==> src/rtl/svr_pkg.sv <==
package svr_pkg;

  // Strobes from the control side to the counters.
  typedef struct packed {
    logic wdClear;    // force watchdog count to zero
    logic holdClear;  // force hold count to zero
    logic holdInc;    // advance hold count
  } svrStrobes_t;

  // Compare results from the counters back to control.
  typedef struct packed {
    logic atLimit;    // watchdog count at timeout - 1
    logic selfHit;    // watchdog count at self-kick point
    logic holdDone;   // hold count at last cycle
  } svrFlags_t;

endpackage

==> src/rtl/svr_sync.sv <==
module svr_sync #(
  parameter int W      = 1,
  parameter int STAGES = 2
) (
  input  logic         clk,
  input  logic         rstN,
  input  logic [W-1:0] d,
  output logic [W-1:0] q
);

  logic [STAGES-1:0][W-1:0] chain;

  for (genvar g = 0; g < STAGES; g++) begin : gStage
    if (g == 0) begin : gFirst
      always_ff @(posedge clk or negedge rstN) begin
        if (!rstN) chain[0] <= '0;
        else       chain[0] <= d;
      end
    end else begin : gNext
      always_ff @(posedge clk or negedge rstN) begin
        if (!rstN) chain[g] <= '0;
        else       chain[g] <= chain[g-1];
      end
    end
  end

  assign q = chain[STAGES-1];

endmodule

==> src/rtl/svr_ctrl.sv <==
module svr_ctrl
  import svr_pkg::*;
#(
  parameter int SYNC_STAGES = 2
) (
  input  logic        clk,
  input  logic        rstN,
  input  logic        supplyLow,
  input  logic        kick,
  input  logic        kickDriven,
  input  logic        modeExt,
  input  logic        wdEnable,
  input  svrFlags_t   flags,
  output svrStrobes_t strobes,
  output logic        modeSync,
  output logic        inReset,
  output logic        firePulse
);

  // bit 0: kick, bit 1: mode, bit 2: kick-driven
  logic [2:0] syncQ;
  logic [1:0] prevQ;
  logic       kickEdge, modeEdge, selfArm, expireNow, inResetNext;

  svr_sync #(.W(3), .STAGES(SYNC_STAGES)) uSync (
    .clk  (clk),
    .rstN (rstN),
    .d    ({kickDriven, modeExt, kick}),
    .q    (syncQ)
  );

  assign modeSync = syncQ[1];
  assign kickEdge = syncQ[0] ^ prevQ[0];
  assign modeEdge = syncQ[1] ^ prevQ[1];
  assign selfArm  = syncQ[1] & ~syncQ[2];

  always_comb begin
    strobes.wdClear   = inReset | supplyLow | ~wdEnable | kickEdge | modeEdge
                      | (selfArm & flags.selfHit);
    strobes.holdClear = supplyLow | ~inReset | flags.holdDone;
    strobes.holdInc   = ~strobes.holdClear;
    expireNow         = ~strobes.wdClear & flags.atLimit;
    if (supplyLow)    inResetNext = 1'b1;
    else if (inReset) inResetNext = ~flags.holdDone;
    else              inResetNext = expireNow;
  end

  always_ff @(posedge clk or negedge rstN) begin
    if (!rstN) begin
      prevQ     <= '0;
      inReset   <= 1'b1;
      firePulse <= 1'b0;
    end else begin
      prevQ     <= syncQ[1:0];
      inReset   <= inResetNext;
      firePulse <= expireNow;
    end
  end

  // status is a single-cycle pulse
  assert_fire_single_R12: assert property (@(posedge clk) disable iff (!rstN)
    firePulse |=> !firePulse);

  // a status pulse never follows a cycle with supply low
  assert_fire_not_supply_R12: assert property (@(posedge clk) disable iff (!rstN)
    firePulse |-> $past(!supplyLow));

  // supply low always leaves the reset state held on the next cycle
  assert_supply_holds_R1: assert property (@(posedge clk) disable iff (!rstN)
    supplyLow |=> inReset);

endmodule

==> src/rtl/svr_datapath.sv <==
module svr_datapath
  import svr_pkg::*;
#(
  parameter int CNT_W      = 12,
  parameter int EXT_MULT   = 500,
  parameter int SELF_SHIFT = 4
) (
  input  logic             clk,
  input  logic             rstN,
  input  svrStrobes_t      strobes,
  input  logic             modeSync,
  input  logic [CNT_W-1:0] baseTicks,
  input  logic [CNT_W-1:0] holdTicks,
  output svrFlags_t        flags
);

  localparam int WD_W = CNT_W + $clog2(EXT_MULT);

  logic [WD_W-1:0]  wdCnt, limit, selfPoint;
  logic [CNT_W-1:0] holdCnt, holdLast;

  always_comb begin
    limit     = modeSync ? WD_W'(baseTicks) * WD_W'(EXT_MULT) : WD_W'(baseTicks);
    selfPoint = limit - (limit >> SELF_SHIFT) - WD_W'(1);
    holdLast  = (holdTicks == '0) ? '0 : holdTicks - CNT_W'(1);
    flags.atLimit  = (wdCnt == limit - WD_W'(1));
    flags.selfHit  = (wdCnt == selfPoint);
    flags.holdDone = (holdCnt == holdLast);
  end

  always_ff @(posedge clk or negedge rstN) begin
    if (!rstN)                wdCnt <= '0;
    else if (strobes.wdClear) wdCnt <= '0;
    else                      wdCnt <= wdCnt + WD_W'(1);
  end

  always_ff @(posedge clk or negedge rstN) begin
    if (!rstN)                  holdCnt <= '0;
    else if (strobes.holdClear) holdCnt <= '0;
    else if (strobes.holdInc)   holdCnt <= holdCnt + CNT_W'(1);
  end

  // a clear request always leaves the watchdog count at zero
  assert_wd_cleared_R4: assert property (@(posedge clk) disable iff (!rstN)
    strobes.wdClear |=> (wdCnt == '0));

  // the hold count never passes its last value while the setting is steady
  assert_hold_bound_R2: assert property (@(posedge clk) disable iff (!rstN)
    $stable(holdTicks) |-> (holdCnt <= holdLast));

  // an uncleared count advances by exactly one
  assert_wd_step_R3: assert property (@(posedge clk) disable iff (!rstN)
    !strobes.wdClear |=> (wdCnt == $past(wdCnt) + WD_W'(1)));

endmodule

==> src/rtl/svr_supervisor.sv <==
module svr_supervisor
  import svr_pkg::*;
#(
  parameter int CNT_W       = 12,
  parameter int EXT_MULT    = 500,
  parameter int SELF_SHIFT  = 4,
  parameter int SYNC_STAGES = 2
) (
  input  logic             clk,
  input  logic             rstN,
  input  logic             supplyLow,
  input  logic             kick,
  input  logic             kickDriven,
  input  logic             modeExt,
  input  logic             wdEnable,
  input  logic [CNT_W-1:0] baseTicks,
  input  logic [CNT_W-1:0] holdTicks,
  output logic             resetOutN,
  output logic             resetOut,
  output logic             wdFirePulse
);

  svrStrobes_t strobes;
  svrFlags_t   flags;
  logic        modeSync, inReset;

  svr_ctrl #(.SYNC_STAGES(SYNC_STAGES)) uCtrl (
    .clk        (clk),
    .rstN       (rstN),
    .supplyLow  (supplyLow),
    .kick       (kick),
    .kickDriven (kickDriven),
    .modeExt    (modeExt),
    .wdEnable   (wdEnable),
    .flags      (flags),
    .strobes    (strobes),
    .modeSync   (modeSync),
    .inReset    (inReset),
    .firePulse  (wdFirePulse)
  );

  svr_datapath #(
    .CNT_W      (CNT_W),
    .EXT_MULT   (EXT_MULT),
    .SELF_SHIFT (SELF_SHIFT)
  ) uDp (
    .clk       (clk),
    .rstN      (rstN),
    .strobes   (strobes),
    .modeSync  (modeSync),
    .baseTicks (baseTicks),
    .holdTicks (holdTicks),
    .flags     (flags)
  );

  assign resetOut  = inReset | supplyLow;
  assign resetOutN = ~resetOut;

  // supply low shows on the reset pin without waiting for an edge
  assert_supply_pin_R1: assert property (@(posedge clk) disable iff (!rstN)
    supplyLow |-> !resetOutN);

  // the status pulse only appears while reset is asserted
  assert_fire_in_reset_R12: assert property (@(posedge clk) disable iff (!rstN)
    wdFirePulse |-> resetOut);

  // with the watchdog disabled, no watchdog-caused reset starts
  assert_disabled_quiet_R9: assert property (@(posedge clk) disable iff (!rstN)
    (!wdEnable && $past(!wdEnable)) |-> !wdFirePulse);

endmodule

==> config.mk <==
export PLATFORM = sky130hd
export DESIGN_NAME = svr_supervisor
export DESIGN_NICKNAME = d
export VERILOG_FILES = /design/src/rtl/svr_pkg.sv /design/src/rtl/svr_sync.sv /design/src/rtl/svr_ctrl.sv /design/src/rtl/svr_datapath.sv /design/src/rtl/svr_supervisor.sv
export SDC_FILE = /design/constraint.sdc
export NUM_CORES = 1
export LEC_CHECK = 0
export BUFFER_PORTS_ARGS = -buffer_cell sky130_fd_sc_hd__buf_2
export CORE_MARGIN = 4
export CORE_UTILIZATION = 40
export DETAILED_ROUTE_END_ITERATION = 10
export HOLD_SLACK_MARGIN = 0.12
export PLACE_DENSITY = 0.57
export SETUP_SLACK_MARGIN = 0.5
export SYNTH_ARGS = -nofsm -noshare
export SYNTH_HDL_FRONTEND = slang
export SYNTH_SLANG_ARGS = --single-unit
==> constraint.sdc <==
create_clock -name clk -period 5.19 [get_ports clk]
set_clock_uncertainty 0.05 [all_clocks]
set_input_delay 0.7785 -clock clk [delete_from_list [all_inputs] [get_ports clk]]
set_output_delay 0.7785 -clock clk [all_outputs]
set_load 0.01 [all_outputs]
==> parameters.txt <==
Parameter                              Value

Clocking
  Maximum buffer depth of the clock tree ... 2
  Clock sink total ... 43
  CTS root buffer ... clkbuf_16
  Total CTS buffers ... 5
  H-tree depth ... 2
  Number of buffers inserted by hold repair at cts ... 0
  Clock latency on the worst-skew pair ... 280 ps
  CTS tree ... done
  Clock slew at reported path FFs ... 50 ps

Floorplanning
  Horizontal die dimension ... 138 um
  Die height ... around 140 um
  Initial Utilization ... 0.406
  Standard cell core area ... approximately 17000 um2
  DIE AREA ... between 15000 and 20000 um2
  Num ports ... 34
  Cell row count ... 47

Timing
  Hold Violations, Final ... 0
  Final setup violation count ... 23
  Fin Setup TNS ... -31090 ps
  Number of slew-limit violations in the final report ... 0
  Achievable frequency ... 0.152 GHz
  Period utilization ... 1.26
  Post-route minimum period ... 6560 ps
  Worst slew margin ... 0.427
  Measured slew at the worst slew-check pin ... 853 ps
  RSZ-0062 raised after global routing ... true
  Hold Slack ... 297 ps
  Minimum setup slack in the final design ... -1370 ps

Final layout
  Layout-stage area growth over the synthesis result ... 32.1%
  Diodes inserted ... 0
  Count of placed standard cells in the final layout, fillers left out ... 1198
  Leading cell types in the layout, fill and taps excluded ... 156 x buf_4, 88 x inv_1, 68 x nor2_1, 58 x xnor2_1, 53 x ha_1
  Layout net count ... 1112
  Most common cell after layout, fill and taps aside ... buf_4
  Share of cells above drive strength 1 ... 0.293

Outcome
  Result of the run ... complete, but fails checks
  Violations in the final reports ... negative setup slack

Pwr
  Max rail drop VDD ... 0.000441 V
  Leak Pwr ... 4.08 nW
  PD cells ... 809 nW/um2
  Post-layout power ... 7.17 mW

Critical path
  Kind of cell adding the most delay to the critical path ... adder cells
  Worst endpoint required time ... 5310 ps
  Most prevalent standard cell on the critical path ... fa_1
  Category of the worst setup path capture point ... register
  Critical path's slowest cell ... fa_1
  Critical path fanouts, max ... 16
  Worst setup SP type ... primary input
  Crit path buf inv count ... 4
  Arrival time of data at the critical path endpoint ... 6680 ps
  Setup Crit Path Kind ... in -> reg
  Delay of the slowest critical-path stage ... roughly 570 ps

Detailed routing
  Post-route DRC ... 0
  Total routed wirelength ... 16500 um
  Drt pass-1 iters ... 7
  DRT antenna net count ... 0
  WL per Instance ... 13.8 um
  Routed vias/inst ... 5.06
  Number of design-rule violations left by the first detailed-router iteration ... 273
  Detailed-route via count ... roughly 6100

Yosys
  Post-Syn Area per Cell ... 8.33 um2
  Most frequently used flop master after synthesis ... dfrtp_1
  Cell types occupying the most area after synthesis ... dfrtp_1 16%, ha_1 12%, fa_1 12%
  Register area share after synthesis ... 0.160
  Library cell with the largest summed area after synthesis ... dfrtp_1
  Netlist Area Pre-Place ... 6710 um2
  Proportion of netlist area held by the largest area contributor ... 0.157
  Number of flip-flops and latches in the synthesized netlist ... between 40 and 50
  Ys Warns ... 0
  EDFF count, synth ... 0
  Share of flip-flops with an asynchronous set or reset after synthesis ... 1.00
  Syn_nets ... 941
  Count of unique library cells instantiated by Yosys ... 77
  Post-synthesis instance total ... 806

Global routing
  Maximum number of pins on one net before global-route repair ... 44
  Grt ovf ... 0
  Antenna violations before repair ... 0
  Wire length of the first global-routing pass ... 28600 um
  Total global-route track usage ... 0.183
  Via count of the first global-routing pass ... just under 6000

Placed design
  Total placed cells including tap cells ... 1178
  Worst slack at placement ... -1890 ps
  Post-DP HPWL ... roughly 14000 um
  Final weighted congestion in routability-driven placement ... between 0.8 and 0.9
  Number of input and output port buffers inserted ... 33

Flow run
  Count of max-cap constraint violations ... 0

Worst hold path
  Type of the worst min-delay path ... reg -> reg
==> flip-flops by register name, summed over array words and instances, names as in the netlist <==
signal             cells
uDp.holdCnt           12
uCtrl.firePulse        1
uDp.wdCnt             21
uCtrl.uSync.q          3
uCtrl.prevQ            2
uCtrl.uSync.chain      3
uCtrl.inReset          1
==> routing by layer <==
layer  vias to the layer above  part of all wire  track usage
li1                       3144                 -            -
met2                        57              0.46        0.294
met5                         -                 0            0
met4                         0            0.0068       0.0200
met1                      2852              0.52        0.271
met3                        11             0.019       0.0226
==> repair_timing <==
| action | CTS | global route |
|---|---|---|
| setup buffers | 10 | 2 |
| gates resized for setup | 48 | 15 |
| gates cloned | 0 | 0 |
| pin swaps | 11 | 1 |
| endpoints found under the setup margin | 23 | 23 |
==> logic make-up (layout without fill, tap and decap cells) <==
kind of cell             after synthesis  count (layout)  share of synthesized area
AND/OR/NAND/NOR                      250             250                      0.192
AO/OA/AOI/OAI                        160             160                      0.164
buffers and inverters                127             299                     0.0742
XOR/XNOR                             107             107                      0.146
adder cells (fa/ha/maj)              104             104                      0.237
flip-flops                            43              43                      0.160
multiplexers                          15              15                     0.0259
==> per-stage QoR <==
step | utilization | area (um2)
global placement | 0.504 | 8320
floorplan | - | 6920
CTS | 0.532 | 8790
finish | 0.537 | 8870
detailed placement | 0.504 | 8320
global route | 0.537 | 8870
==> area by class of cell <==
type	instances	area [um2]
repair buffers	193	1410
multi-input cells	636	5560
clock inverters	2	35.0
clock buffers	6	139
well taps	220	275
inverters	98	370
fillers	1538	7650
flip-flops and latches	43	1080
==> power by group <==
group,total (mW),internal (mW),switching [mW]
Sequential,0.348,0.341,0.00746
Combinational,6.47,3.41,3.05
Clock,0.360,0.239,0.121
Total,7.17,3.99,3.18
==> Yosys cell counts (3+ instances only) <==
master      n
a211oi_1    5
a21o_1      8
a21oi_1    42
a2bb2oi_1   3
a311oi_1    7
a31oi_1    11
and2_1      5
and3_1     16
buf_1       3
buf_2       8
clkbuf_1   16
dfrtp_1    42
fa_1       39
ha_1       65
inv_1      96
mux2_2      5
mux2i_1     8
nand2_1    46
nand2b_1    5
nand3_1    29
nand3b_1    3
nand4_1    15
nor2_1     68
nor2b_1    11
nor3_1     20
nor3b_1     4
nor4_1      6
o2111ai_1   7
o211ai_1   10
o21a_1      9
o21ai_0    21
o21bai_1    6
o32ai_1     3
or2_2       4
or3_1       7
xnor2_1    59
xnor3_1     3
xor2_1     45
==> worst paths after layout <==
kind                                      start          endpoint  slack [ps]  cells past startpoint
min in group asynchronous                  rstN     uDp.wdCnt[20]         510                      2
max                                baseTicks[1]      uDp.wdCnt[8]       -1370                     25
max reg2reg                    uCtrl.uSync.q[1]      uDp.wdCnt[8]        1030                     16
min                        uCtrl.uSync.chain[0]  uCtrl.uSync.q[0]         300                      0
min reg2reg                uCtrl.uSync.chain[0]  uCtrl.uSync.q[0]         300                      0
max in group asynchronous                  rstN  uCtrl.uSync.q[1]        4170                      2
Note: power is estimated with default switching activity, not from simulation.
